`config.mk`:
```
export PLATFORM = sky130hd
export DESIGN_NAME = rx_addr_filter
export DESIGN_NICKNAME = d
export VERILOG_FILES = /design/src/rtl/af_pkg.sv /design/src/rtl/af_regs.sv /design/src/rtl/af_collect.sv /design/src/rtl/af_decide.sv /design/src/rtl/rx_addr_filter.sv
export SDC_FILE = /design/constraint.sdc
export NUM_CORES = 1
export LEC_CHECK = 0
export ABC_AREA = 0
export BUFFER_PORTS_ARGS = -buffer_cell sky130_fd_sc_hd__buf_2
export CORE_ASPECT_RATIO = 1.2
export CORE_UTILIZATION = 60
export CTS_CLUSTER_SIZE = 24
export DETAILED_ROUTE_END_ITERATION = 8
export PLACE_DENSITY = 0.82
export SLEW_MARGIN = 40
export SYNTH_ARGS = -nofsm -noshare
export SYNTH_HDL_FRONTEND = slang
export SYNTH_SLANG_ARGS = --single-unit
```
`constraint.sdc`:
```
create_clock -name clk -period 4.6 [get_ports clk]
set_input_delay 0.23 -clock clk [delete_from_list [all_inputs] [get_ports clk]]
set_output_delay 0.23 -clock clk [all_outputs]
set_load 0.02 [all_outputs]
```
`src/rtl/af_pkg.sv`:
```
// Package: shared constants, control-bit layout and the byte-wide CRC step
// for the receive address filter.
package af_pkg;
    localparam int ADDR_BYTES = 6;
    localparam int ADDR_W     = ADDR_BYTES * 8;
    localparam int HASH_IDX_W = 6;
    localparam int HASH_W     = 1 << HASH_IDX_W;
    localparam int CNT_W      = 3;
    localparam int CRC_W      = 32;
    localparam logic [CRC_W-1:0] CRC_POLY = 32'h04C11DB7;

    // Register select codes
    localparam logic [2:0] SEL_STA_LO  = 3'd0;
    localparam logic [2:0] SEL_STA_HI  = 3'd1;
    localparam logic [2:0] SEL_HASH_LO = 3'd2;
    localparam logic [2:0] SEL_HASH_HI = 3'd3;
    localparam logic [2:0] SEL_CTRL    = 3'd4;

    // Control word bit positions (software-visible layout)
    localparam int CB_BCAST_OFF = 11;
    localparam int CB_HASH_EN   = 13;
    localparam int CB_HASH_ALL  = 15;
    localparam int CB_INVERSE   = 17;
    localparam int CB_PROMISC   = 18;
    localparam int CB_ALL_MCAST = 19;

    typedef struct packed {
        logic bcast_off;
        logic hash_en;
        logic hash_all;
        logic inverse;
        logic promisc;
        logic all_mcast;
    } ctrl_t;

    // One byte of CRC-32, MSB-first register, data bits taken LSB first.
    function automatic logic [CRC_W-1:0] crc_byte(input logic [CRC_W-1:0] c_in,
                                                  input logic [7:0] d);
        logic [CRC_W-1:0] c;
        logic fb;
        c = c_in;
        for (int i = 0; i < 8; i++) begin
            fb = c[CRC_W-1] ^ d[i];
            c  = {c[CRC_W-2:0], 1'b0};
            if (fb) c = c ^ CRC_POLY;
        end
        return c;
    endfunction
endpackage

```
`src/rtl/af_regs.sv`:
```
// Module: af_regs
// Holds the station address, multicast hash table and control bits.
// Assumes writes are single-cycle strobes; unknown selects are dropped.
module af_regs
    import af_pkg::*;
(
    input  logic              clk,
    input  logic              rst_n,
    input  logic              reg_we,
    input  logic [2:0]        reg_sel,
    input  logic [31:0]       reg_wdata,
    output logic [ADDR_W-1:0] sta_addr,
    output logic [HASH_W-1:0] hash_tbl,
    output ctrl_t             ctrl
);
    // Register update on write strobe
    always_ff @(posedge clk) begin
        if (!rst_n) begin
            sta_addr <= '0;
            hash_tbl <= '0;
            ctrl     <= '0;
        end else if (reg_we) begin
            case (reg_sel)
                SEL_STA_LO:  sta_addr[31:0]      <= reg_wdata;
                SEL_STA_HI:  sta_addr[47:32]     <= reg_wdata[15:0];
                SEL_HASH_LO: hash_tbl[31:0]      <= reg_wdata;
                SEL_HASH_HI: hash_tbl[63:32]     <= reg_wdata;
                SEL_CTRL: begin
                    ctrl.bcast_off <= reg_wdata[CB_BCAST_OFF];
                    ctrl.hash_en   <= reg_wdata[CB_HASH_EN];
                    ctrl.hash_all  <= reg_wdata[CB_HASH_ALL];
                    ctrl.inverse   <= reg_wdata[CB_INVERSE];
                    ctrl.promisc   <= reg_wdata[CB_PROMISC];
                    ctrl.all_mcast <= reg_wdata[CB_ALL_MCAST];
                end
                default: ;
            endcase
        end
    end
endmodule

```
`src/rtl/af_collect.sv`:
```
// Module: af_collect
// Assembles the destination address and runs the CRC byte by byte.
// Presents the complete address and hash index combinationally in the
// cycle the last byte is taken. Assumes sof may coincide with byte 0.
module af_collect
    import af_pkg::*;
(
    input  logic                  clk,
    input  logic                  rst_n,
    input  logic                  sof,
    input  logic                  byte_valid,
    input  logic [7:0]            byte_data,
    output logic                  last,
    output logic [ADDR_W-1:0]     addr_full,
    output logic [HASH_IDX_W-1:0] hash_idx
);
    localparam logic [CNT_W-1:0] IDLE_CNT = CNT_W'(ADDR_BYTES);
    localparam logic [CNT_W-1:0] LAST_CNT = CNT_W'(ADDR_BYTES - 1);

    logic [CNT_W-1:0]  cnt_q, cnt_eff;
    logic [CRC_W-1:0]  crc_q, crc_base, crc_nx;
    logic [ADDR_W-1:0] addr_q, addr_nx;
    logic              take;

    // Effective position, base CRC and next address for this cycle
    always_comb begin
        cnt_eff  = sof ? '0 : cnt_q;
        crc_base = sof ? '1 : crc_q;
        take     = byte_valid && (cnt_eff < IDLE_CNT);
        crc_nx   = crc_byte(crc_base, byte_data);
        addr_nx  = addr_q;
        for (int i = 0; i < ADDR_BYTES; i++) begin
            if (cnt_eff == CNT_W'(i)) addr_nx[i*8 +: 8] = byte_data;
        end
    end

    assign last      = take && (cnt_eff == LAST_CNT);
    assign addr_full = addr_nx;
    assign hash_idx  = crc_nx[CRC_W-1 -: HASH_IDX_W];

    // Byte position, CRC state and address storage
    always_ff @(posedge clk) begin
        if (!rst_n) begin
            cnt_q  <= IDLE_CNT;
            crc_q  <= '1;
            addr_q <= '0;
        end else if (take) begin
            cnt_q  <= cnt_eff + 1'b1;
            crc_q  <= crc_nx;
            addr_q <= addr_nx;
        end else if (sof) begin
            cnt_q  <= '0;
            crc_q  <= '1;
        end
    end
endmodule

```
`src/rtl/af_decide.sv`:
```
// Module: af_decide
// Combines station match, hash hit and mode bits into a registered
// decision pulse. Assumes 'fire' is a single-cycle strobe.
module af_decide
    import af_pkg::*;
(
    input  logic                  clk,
    input  logic                  rst_n,
    input  logic                  fire,
    input  logic [ADDR_W-1:0]     addr,
    input  logic [HASH_IDX_W-1:0] hash_idx,
    input  logic [ADDR_W-1:0]     sta_addr,
    input  logic [HASH_W-1:0]     hash_tbl,
    input  ctrl_t                 ctrl,
    output logic                  dec_valid,
    output logic                  accept,
    output logic                  is_mcast,
    output logic                  is_bcast,
    output logic                  filt_fail
);
    logic group, bcast, hit, perfect, match, filt_ok;

    // Address classification and match rule
    always_comb begin
        group   = addr[0];
        bcast   = &addr;
        hit     = hash_tbl[hash_idx];
        perfect = (addr == sta_addr);
        if (bcast)
            match = !ctrl.bcast_off;
        else if (group)
            match = ctrl.all_mcast || (ctrl.hash_en && hit) || perfect;
        else if (ctrl.hash_en && ctrl.hash_all)
            match = hit;
        else
            match = perfect;
        filt_ok = match ^ ctrl.inverse;
    end

    // Registered decision, all zero outside the valid cycle
    always_ff @(posedge clk) begin
        if (!rst_n) begin
            dec_valid <= 1'b0;
            accept    <= 1'b0;
            is_mcast  <= 1'b0;
            is_bcast  <= 1'b0;
            filt_fail <= 1'b0;
        end else begin
            dec_valid <= fire;
            accept    <= fire && (ctrl.promisc || filt_ok);
            is_mcast  <= fire && group;
            is_bcast  <= fire && bcast;
            filt_fail <= fire && !filt_ok;
        end
    end
endmodule

```
`src/rtl/rx_addr_filter.sv`:
```
// Module: rx_addr_filter (top)
// Receive destination-address filter: register file, address collector
// and decision stage. Assumes the six destination bytes arrive in wire
// order with sof on the first.
module rx_addr_filter
    import af_pkg::*;
(
    input  logic        clk,
    input  logic        rst_n,
    input  logic        sof,
    input  logic        byte_valid,
    input  logic [7:0]  byte_data,
    input  logic        reg_we,
    input  logic [2:0]  reg_sel,
    input  logic [31:0] reg_wdata,
    output logic        dec_valid,
    output logic        accept,
    output logic        is_mcast,
    output logic        is_bcast,
    output logic        filt_fail
);
    logic [ADDR_W-1:0]     sta_addr;
    logic [HASH_W-1:0]     hash_tbl;
    ctrl_t                 ctrl_q;
    logic                  last;
    logic [ADDR_W-1:0]     addr_full;
    logic [HASH_IDX_W-1:0] hash_idx;

    af_regs u_regs (
        .clk(clk), .rst_n(rst_n), .reg_we(reg_we), .reg_sel(reg_sel),
        .reg_wdata(reg_wdata), .sta_addr(sta_addr), .hash_tbl(hash_tbl),
        .ctrl(ctrl_q)
    );

    af_collect u_collect (
        .clk(clk), .rst_n(rst_n), .sof(sof), .byte_valid(byte_valid),
        .byte_data(byte_data), .last(last), .addr_full(addr_full),
        .hash_idx(hash_idx)
    );

    af_decide u_decide (
        .clk(clk), .rst_n(rst_n), .fire(last), .addr(addr_full),
        .hash_idx(hash_idx), .sta_addr(sta_addr), .hash_tbl(hash_tbl),
        .ctrl(ctrl_q), .dec_valid(dec_valid), .accept(accept),
        .is_mcast(is_mcast), .is_bcast(is_bcast), .filt_fail(filt_fail)
    );
endmodule

```
==> results of run 1 <==
==> sequential cells by signal, indices dropped and copies added (netlist names) <==
| register | flops |
|---|---|
| u_decide.is_bcast | 1 |
| u_decide.filt_fail | 1 |
| u_collect.crc_q | 32 |
| u_regs.sta_addr | 48 |
| u_decide.is_mcast | 1 |
| u_collect.cnt_q | 3 |
| u_regs.hash_tbl | 64 |
| u_collect.addr_q | 48 |
| u_regs.ctrl | 6 |
| u_decide.accept | 1 |
| u_decide.dec_valid | 1 |
==> logic make-up (layout without fill, tap and decap cells) <==
group,Yosys count,in the layout,share of synthesized area
xor gates and xnor gates,121,121,0.09696
muxes,71,71,0.07250
DFF,206,206,0.3648
adders and majority gates,5,5,0.005534
and+or+nand+nor,590,590,0.2270
buffers and inverters,115,132,0.04073
AOI/OAI and AO/OA,306,306,0.1925
==> cell type report <==
type / count / area (µm²) / share of cell area
Sequential cell: 206 / 4124 / 0.3311
Tap cell: 252 / 315.3 / 0.02532
Clock inverter: 9 / 131.4 / 0.01055
Timing Repair Buffer: 79 / 494.2 / 0.03968
Inverter: 15 / 56.30 / 0.004521
Multi-Input combinational cell: 1093 / 6748 / 0.5418
Clock buffer: 29 / 585.6 / 0.04702
==> worst max-delay path: cells and delay by family (launching register included) <==
| kind | cells | cell delay, ns |
|---|---|---|
| AO/OA/AOI/OAI | 4 | 1.69 |
| multiplexers | 1 | 0.31 |
| AND/OR/NAND/NOR | 5 | 1.40 |
| flip-flops | 1 | 0.29 |
| adder cells (fa/ha/maj) | 1 | 0.30 |
| buffers and inverters | 2 | 0.25 |
==> worst min path at each step <==
stage                                    from                  end  slack, ns  depth (start not counted)
after floorplan                    byte_valid   u_collect.cnt_q[1]       0.35                          2
after global placement    u_regs.hash_tbl[54]  u_regs.hash_tbl[54]       0.45                          2
after detailed placement   u_regs.hash_tbl[9]   u_regs.hash_tbl[9]       0.46                          2
after CTS                       reg_wdata[24]  u_regs.hash_tbl[56]      0.002                          3
after global routing            reg_wdata[29]  u_regs.hash_tbl[29]       0.02                          3
final                           reg_wdata[29]  u_regs.hash_tbl[61]       0.01                          3
==> layout by cell type (no fill, tap or decap), types with 27 or more instances in the layout <==
cell,count
a21boi_0,159
a21oi_1,27
buf_2,51
dfxtp_1,206
mux2i_1,56
nand2_1,362
nor2_1,76
nor3_1,32
o21ai_0,38
xnor2_1,70
xor2_1,47
==> per-layer routing <==
| layer | GRT usage | wire length [µm] | part of all wire | vias to the layer above |
|---|---|---|---|---|
| met4 | 0.1621 | 1645 | 0.048 | 0 |
| met5 | 0 | 0 | 0 | - |
| li1 | - | - | - | 4838 |
| met2 | 0.5764 | 15910 | 0.46 | 516 |
| met3 | 0.04810 | 2592 | 0.075 | 127 |
| met1 | 0.4710 | 14430 | 0.42 | 4961 |
==> power groups by stage <==
stage | Combinational [mW] | Sequential [mW] | Clock (mW)
after floorplan | 0.760 | 1.94 | 0
after global placement | 0.977 | 1.96 | 0
after detailed placement | 0.992 | 1.97 | 0
after CTS | 1.00 | 1.93 | 1.81
after global routing | 1.11 | 1.94 | 1.88
final | 1.02 | 1.93 | 1.80
==> stage by stage <==
| step | total power, mW | instance area (µm²) | cells | setup WS, ns | utilization |
|---|---|---|---|---|---|
| final | 4.753 | 12450 | 1683 | 0.2925 | 0.6802 |
| after global routing | 4.923 | 12450 | 1683 | 0.06867 | 0.6802 |
| after CTS | 4.743 | 12430 | 1682 | 0.4059 | 0.6790 |
| after detailed placement | 2.958 | 11700 | 1642 | 0.3843 | 0.6387 |
| after global placement | 2.941 | 11680 | 1642 | 0.2231 | 0.6380 |
| after floorplan | 2.695 | 11300 | 1414 | 0.4433 | - |
==> timing repair <==
action / 4_1_cts / 5_1_grt
buffers inserted: 0 / 0
setup endpoints to repair: 0 / 0
hold endpoints to repair: 3 / 0
hold buffers: 2 / 0
==> results.cfg, run 1 <==
[run_status]
outcome = finished, final reports clean

[routing]
first_pass_iters = 6
drtAntennaViolNets = 0
drc = 0
drt_wl_total_mm = 34.58
vias = 10440
vias_per_cell = 6.204
routedWlPerCell_um = 20.55
drtIter0Drc = 938

[clock_network]
insertion_delay_ns = 0.51
clk_pin_slew_ns = 0.07
cts_root_buf = clkbuf_16
cts_made_buffers = 21
clock_tree.buffer_depth = 3
cts_resized = 0
htreeDepth = 1
clock_sinks = 206
tritoncts = done

[setup_path]
r2r-start = u_collect.cnt_q[1]
crit_chain = nor2b_1 > inv_1 > ha_1 > inv_2 > nor2_1 > mux2i_1 > a2111oi_1 > and4b_1 > and4_1 > a211oi_1 > a2111oi_0 > a22oi_1 > nand3_1
crit_start = u_collect.cnt_q[1]
timing.rr.end = u_decide.filt_fail
reg2reg_setup_slack_ns = 0.29
cp.arrival_ns = 4.76
r2r.worst_path.cells = 13
cp_data_required_time_ns = 5.05
critical_path_class = reg2reg
endpoint_kind = flop
cp_slowest_stage_delay_ns = 0.74
crit_slowest_cell = a2111oi_1
critPathLaunchType = flop
cp_max_fo = 8
cp-endpoint = u_decide.filt_fail

[timing]
max_freq_mhz = 232.2
setup_viol = 0
worstMarginPinSlew_ns = 0.8362
skew_ns = 0.01154
period_share = 0.9364
holdWs_ns = 0.01044
slew_headroom = 0.4385
rsz0062_at_grt = no
tns_ns = 0
finalCriticalPeriod_ns = 4.307
finalMaxSlewViolations = 0
hold_viol = 0

[worst_hold_path]
min_path_type = in2reg

[pwr]
p_per_area_nw_per_um2 = 381.7
ir_drop_mv = 0.3226
pwr-share-clk = 0.378
switching_share = 0.2994
p_comb_frac = 0.216
p_int_mw = 3.330
seq_power_share = 0.406
p_leak_nw = 4.328
p_switching_mw = 1.423

[floorplanning]
design.die.area_um2 = 19400
ioPinCount = 53
initial_core_util = 0.6174
die_x_um = 127.3
core_area_um2 = 18310
rows = 54
dieHeight_um = 152.4

[global_route]
grt_pass1_wl_mm = 54.18
grt_pass1_vias = 9889
grt_overflow = 0
grtUsageTotal = 0.3563
antenna_found_initial = 0
grt_max_degree = 129

[synthesis]
syn_area_um2 = 11300
synth.avg_cell_area_um2 = 7.995
ys_types = 61
ys_ff_latch = 206
synth.top_cell.area_share = 0.3648
yosys_most_used_dff = dfxtp_1
yosys.area.top_type = dfxtp_1
synth-edff-count = 0
synth_common_cells = nand2_1 (363), dfxtp_1 (206), a21boi_0 (159), clkbuf_1 (83), nor2_1 (77)
yosysWarnings = 0
synthCells = 1414
synth.area.top_cells = dfxtp_1 (36%), nand2_1 (12%), a21boi_0 (11%)
synth.most_common_cell = nand2_1
ys_async_sr_fraction = 0
yosysSeqAreaShare = 0.3648
syn-num-nets = 1467

[layout]
fillers = 1524
nets = 1469
area_growth_pct = 10.17
drive_gt1_frac = 0.09713
diodes = 0

[placement]
port_buffers = 52
dp_hpwl_mm = 24.12
place_congestion = 1.023

[flow_run]
cap_viol_max_count = 0
Power figures use the tool's default switching activity.
==> run 2: changes to the inputs <==
--- a/config.mk
+++ b/config.mk
@@ -9,8 +9,10 @@
 export BUFFER_PORTS_ARGS = -buffer_cell sky130_fd_sc_hd__buf_2
 export CORE_ASPECT_RATIO = 1.2
 export CORE_UTILIZATION = 60
+export CTS_BUF_LIST = sky130_fd_sc_hd__clkbuf_16
 export CTS_CLUSTER_SIZE = 24
 export DETAILED_ROUTE_END_ITERATION = 8
+export MAX_ROUTING_LAYER = met4
 export PLACE_DENSITY = 0.82
 export SLEW_MARGIN = 40
 export SYNTH_ARGS = -nofsm -noshare
==> run 2 against run 1 <==
  * Sequential cell count did not move
  * Utilization increased by 0.39 points
  * Global-route usage grew 1.7 points
  * Sequential power is essentially flat
  * Total power is 0.56% lower
  * Critical path depth up 1
  * Final cell count up 0.59%
  * Largest cell class unchanged
  * Wire length rose by 1.4%
  * Maximum frequency increased by 2.7%
  * Combinational power about the same
  * Cell area is 0.57% higher
  * Count of clock-buffer cells in the layout decreased by 8
==> results.cfg, run 2 (synthesized netlist as in run 1, its figures left out) <==
[placement]
port_buffers = 52
place_inst = 1647
dp_slack_ns = 0.2010
dp_hpwl_mm = 24.40
place_congestion = 1.118

[global_route]
grtUsageTotal = 0.3728
grt_max_degree = 87
grt_pass1_vias = 9865
antenna_found_initial = 0
grt_overflow = 0
grt_pass1_wl_mm = 54.94

[clock_network]
cts_setup_buffers = 0
htreeDepth = 1
tritoncts = done
cts_root_buf = clkbuf_16
clk_pin_slew_ns = 0.07
cts_made_buffers = 21
clock_sinks = 206
clock_tree.buffer_depth = 3
insertion_delay_ns = 0.52

[timing]
hold_viol = 0
timing.final.ws_setup_ns = 0.4045
finalCriticalPeriod_ns = 4.195
finalMaxSlewViolations = 0
slew_headroom = 0.4241
period_share = 0.9121
setup_viol = 0
tns_ns = 0
rsz0062_at_grt = no
max_freq_mhz = 238.4
skew_ns = 0.01448
worstMarginPinSlew_ns = 0.8576

[floorplanning]
design.die.area_um2 = 19400
core_area_um2 = 18310
die_x_um = 127.3
ioPinCount = 53
dieHeight_um = 152.4
initial_core_util = 0.6174
rows = 54

[routing]
drt_wl_total_mm = 35.06
first_pass_iters = 5
drtAntennaViolNets = 0
drc = 0
vias = 10540
drtIter0Drc = 840
routedWlPerCell_um = 20.71
vias_per_cell = 6.223

[layout]
largest-register = u_regs.hash_tbl
largest_reg_flops = 64
fillers = 1500
nets = 1479
register_area_um2 = 4124
final_common_cell = nand2_1
area_growth_pct = 10.80
diodes = 0
drive_gt1_frac = 0.1006
multi_input_area_um2 = 6768
final-instance-count-excl-fill = 1693
final_cell_mix = nand2_1 (362), dfxtp_1 (206), a21boi_0 (159), nor2_1 (75), xnor2_1 (69)
reg.largest.list = u_regs.hash_tbl: 64 flops, u_collect.addr_q: 48 flops, u_regs.sta_addr: 48 flops

[pwr]
ir_drop_mv = 0.3207
p_per_area_nw_per_um2 = 377.4
p_leak_nw = 4.370
finalPower_mw = 4.727

[setup_path]
cp_max_fo = 11
cp.arrival_ns = 4.60
critical_path_class = reg2reg
endpoint_kind = flop
cp_data_required_time_ns = 5.01
critPathLaunchType = flop

[worst_hold_path]
min_path_type = in2reg

[run_status]
outcome = finished, final reports clean

[flow_run]
cap_viol_max_count = 0
[run 2: cell types whose count changed in the layout (fill, tap and decap cells not counted), moves of 2 or more]
cell / change
buf_4: +6
dlygate4sd3_1: +6
clkbuf_1: -5
inv_1: +5
clkbuf_8: -3
clkinv_1: +2
clkinvlp_4: +2
[run 2: timing repair]
action / in CTS / in global routing
gates resized for setup: 0 / 2
setup endpoints to repair: 0 / 2
endpoints found under the hold margin: 17 / 0
hold buffers: 8 / 0
[run 2: where the power goes]
part / switching, mW / total [mW] / leakage, nW / internal [mW]
clock network: 0.746 / 1.75 / 0.352 / 1.00
registers: 0.0689 / 1.93 / 1.67 / 1.86
logic: 0.634 / 1.05 / 2.35 / 0.415
total: 1.45 / 4.73 / 4.37 / 3.28
[run 2: path summary, 6_finish.rpt]
check,startpoint,to,slack (ns),cells past startpoint
worst max-delay path,u_collect.cnt_q[1],u_decide.accept,0.40,14
worst min-delay path,reg_wdata[30],u_regs.hash_tbl[30],0.01,3
worst max register to register,u_collect.cnt_q[1],u_decide.accept,0.40,14
worst min register to register,u_regs.hash_tbl[54],u_regs.hash_tbl[54],0.46,2
[run 2: through the flow]
step	utilization	hold WS [ns]	area, µm²
after floorplan	-	0.3540	11300
after global placement	0.6401	0.4486	11720
after detailed placement	0.6406	0.4557	11730
after CTS	0.6826	0.002369	12500
after global routing	0.6841	0.01454	12530
final	0.6841	0.01297	12530
[run 2: routing by layer]
layer,up-vias,part of all wire,global-route usage
met5,-,0,-
met1,5046,0.41,0.4827
met2,515,0.47,0.5863
met4,0,0.044,0.1593
li1,4864,-,-
met3,110,0.081,0.04459
[run 2: final cells by class]
| class | count | area share |
|---|---|---|
| well taps | 252 | 0.02517 |
| repair buffers | 89 | 0.04575 |
| inverters | 15 | 0.004495 |
| clock buffers | 21 | 0.04195 |
| clock inverters | 17 | 0.01309 |
| flip-flops and latches | 206 | 0.3292 |
| multi-input cells | 1093 | 0.5403 |
[run 2: worst max-delay path, stage by stage (launching register included)]
cell and delay (ns):
dfxtp_1 0.30, nor2b_1 0.45, ha_1 0.26, ha_2 0.39, buf_4 0.20, mux2i_1 0.22, xnor2_1 0.09, nor4_1 0.35
nand4_1 0.23, nor4_1 0.23, and4_1 0.28, a211oi_1 0.12, a2111oi_0 0.59, a221oi_1 0.15, and3_1 0.22
==> run 3: changes to the inputs <==
--- a/config.mk
+++ b/config.mk
@@ -8,12 +8,12 @@
 export ABC_AREA = 0
 export BUFFER_PORTS_ARGS = -buffer_cell sky130_fd_sc_hd__buf_2
 export CORE_ASPECT_RATIO = 1.2
-export CORE_UTILIZATION = 60
+export CORE_UTILIZATION = 62
 export CTS_BUF_LIST = sky130_fd_sc_hd__clkbuf_16
 export CTS_CLUSTER_SIZE = 24
 export DETAILED_ROUTE_END_ITERATION = 8
 export MAX_ROUTING_LAYER = met4
-export PLACE_DENSITY = 0.82
+export PLACE_DENSITY = 0.84
 export SLEW_MARGIN = 40
 export SYNTH_ARGS = -nofsm -noshare
 export SYNTH_HDL_FRONTEND = slang
==> run 3 against run 2 <==
  * First-iteration DRC count grew 22%
  * Clock power grew 2%
  * Sequential cell count is the same
  * Clock skew grew 0.0038 ns
  * Global-route usage grew 0.23 points
  * Sequential power is essentially flat
  * Largest cell class unchanged
==> results.cfg, run 3 (synthesized netlist as in run 1, its figures left out) <==
[layout]
largest-register = u_regs.hash_tbl
area_growth_pct = 10.14
largest_reg_flops = 64
diodes = 0
design_area_um2 = 12450
final_cell_mix = nand2_1 (362), dfxtp_1 (206), a21boi_0 (159), nor2_1 (76), xnor2_1 (71)
nets = 1475
reg.largest.list = u_regs.hash_tbl: 64 flops, u_collect.addr_q: 48 flops, u_regs.sta_addr: 48 flops
final_common_cell = nand2_1
drive_gt1_frac = 0.09875

[timing]
holdWs_ns = 0.009787
finalCriticalPeriod_ns = 4.160
slew_headroom = 0.4287
timing.final.ws_setup_ns = 0.4398
tns_ns = 0
finalMaxSlewViolations = 0
hold_viol = 0
worstMarginPinSlew_ns = 0.8480
max_freq_mhz = 240.4
period_share = 0.9044
setup_viol = 0
skew_ns = 0.01824
rsz0062_at_grt = no

[clock_network]
cts_root_buf = clkbuf_16
clk_pin_slew_ns = 0.07
htreeDepth = 1
clock_tree.buffer_depth = 3
tritoncts = done
cts_setup_buffers = 0
clock_sinks = 206
postCtsHoldBufs = 4
insertion_delay_ns = 0.52
cts_made_buffers = 22
cts_resized = 0

[routing]
vias = 10340
first_pass_iters = 8
drt_wl_total_mm = 34.49
vias_per_cell = 6.235
drtAntennaViolNets = 0
drc = 0
routedWlPerCell_um = 20.80
drtIter0Drc = 1028

[floorplanning]
die_x_um = 125.3
ioPinCount = 53
core_area_um2 = 17710
dieHeight_um = 149.9
rows = 53
initial_core_util = 0.6385
design.die.area_um2 = 18780

[pwr]
seq_power_share = 0.407
switching_share = 0.3019
p_switching_mw = 1.432
ir_drop_mv = 0.2932
p_comb_frac = 0.215
finalPower_mw = 4.743
p_per_area_nw_per_um2 = 380.9
p_leak_nw = 4.357
p_int_mw = 3.311
pwr-share-clk = 0.378

[flow_run]
cap_viol_max_count = 0

[global_route]
grt_overflow = 0
grt_pass1_wl_mm = 53.39
grt_pass1_vias = 9691
grt_max_degree = 142
grtUsageTotal = 0.3751
antenna_found_initial = 0

[run_status]
outcome = finished, final reports clean

[setup_path]
crit_chain = nor2b_1 > ha_1 > ha_1 > mux2i_1 > xnor2_1 > nor4_1 > nand4_1 > nor4_1 > and4_1 > a211oi_1 > a2111oi_0 > a221oi_1 > and3_1
critPathLaunchType = flop
critical_path_class = reg2reg
endpoint_kind = flop
crit_slowest_cell = a2111oi_0
cp_slowest_stage_delay_ns = 0.70
critPathTopFamily = simple AND/OR/NAND/NOR gates
critPathBufInv = 0
cp.arrival_ns = 4.58
cp_data_required_time_ns = 5.02
cp_max_fo = 9

[placement]
place_congestion = 1.063
dp_hpwl_mm = 24.23
dp_slack_ns = 0.5002
port_buffers = 52
placed_area_um2 = 11660

[worst_hold_path]
min_path_type = in2reg
-- run 3: layer usage --
| layer | vias up | track usage | part of all wire |
|---|---|---|---|
| met5 | - | - | 0 |
| met4 | 0 | 0.1518 | 0.037 |
| met3 | 113 | 0.05756 | 0.075 |
| met2 | 451 | 0.6156 | 0.48 |
| met1 | 4916 | 0.4635 | 0.41 |
| li1 | 4857 | - | - |
-- run 3: layout make-up --
class | instances | area, µm²
fillers | 1429 | 5255
multi-input cells | 1093 | 6740
flip-flops and latches | 206 | 4124
well taps | 220 | 275.3
inverters | 15 | 56.30
clock inverters | 18 | 175.2
repair buffers | 84 | 529.3
clock buffers | 22 | 550.5
-- run 3: final timing paths --
| kind | start | end | slack (ns) | cells after the start |
|---|---|---|---|---|
| max | u_collect.cnt_q[1] | u_decide.accept | 0.44 | 13 |
| min | reg_wdata[27] | u_regs.hash_tbl[27] | 0.01 | 3 |
| min reg2reg | u_regs.hash_tbl[50] | u_regs.hash_tbl[50] | 0.46 | 2 |
| max reg2reg | u_collect.cnt_q[1] | u_decide.accept | 0.44 | 13 |
-- run 3: worst min-delay path, cell delays in order --
cell and delay [ns]:
buf_2 0.13, nand2_1 0.06, a21boi_0 0.06
-- run 3: per-stage QoR --
step,util,cells
2_1_floorplan,-,1414
3_3_place_gp,0.6581,1613
3_5_place_dp,0.6588,1613
4_1_cts,0.7020,1657
5_1_grt,0.7032,1658
6_report,0.7032,1658
-- run 3: power groups by stage --
stage                     logic (mW)  registers, mW  clock network (mW)
final                           1.02           1.93                1.79
after global routing            1.10           1.94                1.88
after CTS                       1.00           1.93                1.81
after detailed placement       0.987           1.97                   0
after global placement         0.974           1.96                   0
after floorplan                0.760           1.94                   0
